--- src/rtl/lin_hdr_pkg.sv ---
package lin_hdr_pkg;

    localparam int CHAR_W = 8;
    localparam logic [CHAR_W-1:0] SYNC_CHAR = 8'h55;

    typedef enum logic [2:0] {
        ST_BRK    = 3'd0,
        ST_DELIM  = 3'd1,
        ST_WSTART = 3'd2,
        ST_CHAR   = 3'd3,
        ST_WREC   = 3'd4
    } hdr_st_e;

endpackage

--- src/rtl/lin_brk_det.sv ---
module lin_brk_det #(
    parameter int OVS      = 16,
    parameter int BRK_BITS = 11
) (
    input  logic clk,
    input  logic rst_n,
    input  logic arm,
    input  logic tick,
    input  logic rxd,
    output logic hit
);
    localparam int BT = OVS * BRK_BITS;
    localparam int BW = $clog2(BT + 1);
    localparam logic [BW-1:0] LAST = BW'(BT - 1);

    logic [BW-1:0] cnt_d, cnt_q;

    always_comb begin
        cnt_d = cnt_q;
        if (!arm) begin
            cnt_d = '0;
        end else if (tick) begin
            if (rxd)
                cnt_d = '0;
            else if (cnt_q != LAST)
                cnt_d = cnt_q + 1'b1;
        end
    end

    always_ff @(posedge clk or negedge rst_n) begin
        if (!rst_n) cnt_q <= '0;
        else        cnt_q <= cnt_d;
    end

    // fires on the BT-th consecutive dominant tick
    assign hit = arm && tick && !rxd && (cnt_q == LAST);
endmodule

--- src/rtl/lin_id_check.sv ---
module lin_id_check
    import lin_hdr_pkg::*;
(
    input  logic [CHAR_W-1:0] id_char,
    output logic              mismatch
);
    logic p_lo, p_hi;

    always_comb begin
        p_lo     = id_char[0] ^ id_char[1] ^ id_char[2] ^ id_char[4];
        p_hi     = ~(id_char[1] ^ id_char[3] ^ id_char[4] ^ id_char[5]);
        mismatch = (id_char[6] != p_lo) || (id_char[7] != p_hi);
    end
endmodule

--- src/rtl/lin_hdr_rx.sv ---
module lin_hdr_rx
    import lin_hdr_pkg::*;
#(
    parameter int OVS      = 16,
    parameter int BRK_BITS = 11
) (
    input  logic              clk,
    input  logic              rst_n,
    input  logic              os_tick,
    input  logic              rxd,
    input  logic              par_chk_en,
    input  logic              irq_en,
    input  logic              sts_clr,
    output logic [CHAR_W-1:0] hdr_id,
    output logic              id_valid,
    output logic              par_err,
    output logic              irq
);
    localparam int CNT_W = $clog2(OVS);
    localparam int IDX_W = $clog2(CHAR_W + 2);
    localparam logic [CNT_W-1:0] HALF_M1   = CNT_W'(OVS / 2 - 1);
    localparam logic [CNT_W-1:0] FULL_M1   = CNT_W'(OVS - 1);
    localparam logic [IDX_W-1:0] LAST_DATA = IDX_W'(CHAR_W);

    typedef struct packed {
        hdr_st_e           st;
        logic              ph_id;
        logic [CNT_W-1:0]  cnt;
        logic [IDX_W-1:0]  idx;
        logic [CHAR_W-1:0] shift;
        logic [CHAR_W-1:0] id;
        logic              flag;
        logic              perr;
    } rx_state_t;

    rx_state_t d, q;
    logic      brk_hit;
    logic      par_bad;
    logic      id_cap;

    lin_brk_det #(.OVS(OVS), .BRK_BITS(BRK_BITS)) u_brk (
        .clk  (clk),
        .rst_n(rst_n),
        .arm  (q.st == ST_BRK),
        .tick (os_tick),
        .rxd  (rxd),
        .hit  (brk_hit)
    );

    lin_id_check u_par (
        .id_char (q.shift),
        .mismatch(par_bad)
    );

    always_comb begin
        d      = q;
        id_cap = 1'b0;
        if (sts_clr) begin
            d.flag = 1'b0;
            d.perr = 1'b0;
        end
        if (os_tick) begin
            unique case (q.st)
                ST_BRK: begin
                    if (brk_hit) begin
                        d.st    = ST_DELIM;
                        d.ph_id = 1'b0;
                    end
                end
                ST_DELIM: begin
                    if (rxd) d.st = ST_WSTART;
                end
                ST_WSTART: begin
                    if (!rxd) begin
                        d.st  = ST_CHAR;
                        d.cnt = HALF_M1;
                        d.idx = '0;
                    end
                end
                ST_CHAR: begin
                    if (q.cnt != '0) begin
                        d.cnt = q.cnt - 1'b1;
                    end else begin
                        d.cnt = FULL_M1;
                        d.idx = q.idx + 1'b1;
                        if (q.idx == '0) begin
                            if (rxd) d.st = ST_BRK;     // false start
                        end else if (q.idx <= LAST_DATA) begin
                            d.shift = {rxd, q.shift[CHAR_W-1:1]};
                        end else if (!rxd) begin
                            d.st = ST_BRK;              // framing error
                        end else if (!q.ph_id) begin
                            if (q.shift == SYNC_CHAR) begin
                                d.st    = ST_WSTART;
                                d.ph_id = 1'b1;
                            end else begin
                                d.st = ST_BRK;
                            end
                        end else begin
                            id_cap = 1'b1;
                            d.id   = q.shift;
                            d.flag = 1'b1;
                            d.perr = par_chk_en && par_bad;
                            d.st   = ST_WREC;
                        end
                    end
                end
                ST_WREC: begin
                    if (rxd) d.st = ST_BRK;
                end
                default: d.st = ST_BRK;
            endcase
        end
    end

    always_ff @(posedge clk or negedge rst_n) begin
        if (!rst_n) begin
            q    <= '0;
            q.st <= ST_BRK;
        end else begin
            q <= d;
        end
    end

    assign hdr_id   = q.id;
    assign id_valid = q.flag;
    assign par_err  = q.perr;
    assign irq      = q.flag && irq_en;
endmodule

--- config.mk ---
export PLATFORM = sky130hd
export DESIGN_NAME = lin_hdr_rx
export DESIGN_NICKNAME = d
export VERILOG_FILES = /design/src/rtl/lin_hdr_pkg.sv /design/src/rtl/lin_brk_det.sv /design/src/rtl/lin_id_check.sv /design/src/rtl/lin_hdr_rx.sv
export SDC_FILE = /design/constraint.sdc
export NUM_CORES = 1
export LEC_CHECK = 0
export ABC_CLOCK_PERIOD_IN_PS = 6400
export BUFFER_PORTS_ARGS = -buffer_cell sky130_fd_sc_hd__buf_2
export CAP_MARGIN = 20
export CELL_PAD_IN_SITES_DETAIL_PLACEMENT = 0
export CELL_PAD_IN_SITES_GLOBAL_PLACEMENT = 2
export CORE_ASPECT_RATIO = 0.6
export CORE_MARGIN = 2
export CORE_UTILIZATION = 35
export DETAILED_ROUTE_END_ITERATION = 10
export GPL_TIMING_DRIVEN = 1
export PLACE_DENSITY = 0.8
export SYNTH_ARGS = -nofsm -noshare
export SYNTH_HDL_FRONTEND = slang
export SYNTH_HIERARCHICAL = 1
export SYNTH_SLANG_ARGS = --single-unit
--- constraint.sdc ---
create_clock -name clk -period 6.4 [get_ports clk]
set_clock_uncertainty 0.2 [all_clocks]
set_input_delay 0.64 -clock clk [delete_from_list [all_inputs] [get_ports clk]]
set_output_delay 0.64 -clock clk [all_outputs]
set_load 0.02 [all_outputs]
==> out/results.ini <==
[outcome]
outcome=completed

[run]
cap_viol_max_count=0

[power]
pwr-share-comb=0.036
p_sw_mw=0.109
powerDensity_nw_per_um2=210
power.share.clock=0.486
switching_share=0.213
p_leak_nw=1.18
ir_drop_v=0.0000760
pwr-share-seq=0.478
internal_power_mw=0.404
finalPower_mw=0.514

[clock_tree]
numClockSinks=38
cts_hold_buf=0
clk_pin_slew_ps=90
cts-buffers-inserted=5
cts_resized=0
cts_setup_buffers=0
root_buffer=clkbuf_8
insertion_delay_ps=300
clockBufferDepth=2
cts_tree=done
cts_htree_levels=2

[die]
rows=22
core_area_um2=6110
die_h_um=65.6
dieArea_um2=6990
num_io_pins=18
initial_utilization=0.362
dieWidth_um=107

[yosys]
yosysWarnings=6
async_flop_share=1.00
syn-num-nets=221
ys_seq_elements=38
synth_cells=209
synth_area_um2=2210
avgSynthCellArea_um2=10.6
synth_cell_types=54
yosys-top-cells-area=dfrtp_1, mux2_2, mux2_4
yosysTopAreaCell=dfrtp_1
ys_seq_area_frac=0.430
synth_top_flop_cell=dfrtp_1
synth_edf_count=0
synth_top_area_share=0.430

[sta]
rsz0062_at_grt=no
worst_pin_slew_ps=884
max_slew_margin=0.411
fin_setup_tns_ps=0
max_freq_ghz=0.356
final.period_utilization=0.440
finalSetupViolations=0
worst_hold_slack_ps=245
final_max_slew_viol_count=0
min_period_ps=2810
hold_viol=0

[global_routing]
grt_pass1_vias=1426
grt_max_degree=39
grt_usage=0.138
gr-total-overflow=0
antenna_found_initial=0
grt_pass1_wl_mm=7.47

[worst_setup_path]
startpoint_type=flop
cp-end-kind=flop
crit_fanout=11
slowest_stage=nor3_4
crit_path_cell_trace=inv_1, ha_1, or3b_1, or2_4, nor3_4, mux2_2
r2r_slack_ps=3590
crit_type=flop to flop
r2r.worst_path.cells=6
cp.required_ps=6380
max_stage_delay_ps=630
cp-startpoint=q[22]$_DFFE_PN0P_
critPathCapture=hdr_id[0]$_DFFE_PN0P_
rr_endpoint=hdr_id[0]$_DFFE_PN0P_
crit_arrival_ps=2790
rr_startpoint=q[22]$_DFFE_PN0P_

[min_path]
hold_path.class=input pin to asynchronous set/reset pin

[route]
num_vias=1553
wirelength_mm=4.36
dr.pass1.iters=4
ant_nets=0
routed_via_density=5.13
drc=0
drt_iter0_markers=98
wire_per_inst_um=14.4

[cells_and_area]
final_area_um2=2440
drive_above_1_share=0.233
final_common_cell=dfrtp_1
layout_common_cells=dfrtp_1, buf_2, nand2_1
synthToLayoutAreaGrowth_pct=10.5
num_antenna_cells=0
nNetsFinal=230

[place]
routabilityCongestion=0.735
dp_hpwl_mm=2.98
io_buffers=17
placed_area_um2=2300

power by group through the flow:
stage	logic (mW)	registers [mW]	clock network, mW
2_1_floorplan	0.00950	0.249	0
3_3_place_gp	0.0193	0.250	0
3_5_place_dp	0.0190	0.250	0
4_1_cts	0.0191	0.245	0.258
5_1_grt	0.0219	0.246	0.271
6_report	0.0185	0.245	0.250
metrics by stage:
| step | setup slack (ps) | std cells | utilization |
|---|---|---|---|
| 2_1_floorplan | 4040 | 209 | - |
| 3_3_place_gp | 3660 | 295 | 0.377 |
| 3_5_place_dp | 3570 | 295 | 0.377 |
| 4_1_cts | 3560 | 303 | 0.400 |
| 5_1_grt | 3460 | 303 | 0.400 |
| 6_report | 3590 | 303 | 0.400 |
logic make-up after synthesis:
group | after synthesis | share of synthesized area
and+or+nand+nor | 72 | 0.196
muxes | 19 | 0.108
xor gates and xnor gates | 6 | 0.0368
DFF | 38 | 0.430
adders and majority gates | 5 | 0.0283
AOI/OAI and AO/OA | 42 | 0.134
buffers and inverters | 27 | 0.0673
layout make-up:
cell class,count,area (um2)
sequential,38,951
fill,595,3670
timing repair buffer,19,100
tap,84,105
clock inverter,3,68.8
clock buffer,5,68.8
multi-input combinational,144,1110
inverter,10,37.5
state kept, by name (all words and copies together) (netlist names):
register,count
q,20
hdr_id,8
u_brk/cnt_q,8
id_valid,1
par_err,1
cells in the mapped netlist, drive strengths merged, types with 3 or more instances:
cell	instances
nor4bb	4
buf	12
nor2b	6
o21ai	9
inv	10
mux2	17
dfrtp	38
o211ai	3
a21oi	8
nor3	6
a211oi	3
nor2	7
o31a	4
clkbuf	5
xnor2	3
nand2b	3
and3	6
nand2	15
ha	5
nand3	7
layer usage:
metal  wire [um]  global-route usage  vias up
met1        2560               0.221      749
li1            -                   -      769
met3         192              0.0327        7
met5           0                   0        -
met4          50              0.0536        0
met2        1550               0.169       28
worst min path at each step:
stage	end	cells after the start	slack, ps
CTS	hdr_id[1]$_DFFE_PN0P_	1	290
global route	q[17]$_DFFE_PN0P_	1	320
detailed placement	id_valid$_DFF_PN0_	1	290
finish	q[17]$_DFFE_PN0P_	1	250
floorplan	hdr_id[0]$_DFFE_PN0P_	0	140
global placement	id_valid$_DFF_PN0_	1	290
worst max-delay path, delay by kind of cell, from the launching register on:
| family | cells | cell delay [ps] |
|---|---|---|
| adders and majority gates | 1 | 160 |
| buffers and inverters | 1 | 110 |
| DFF | 1 | 420 |
| muxes | 1 | 410 |
| and+or+nand+nor | 3 | 1400 |
No activity file was read; power rests on OpenSTA's default activity.
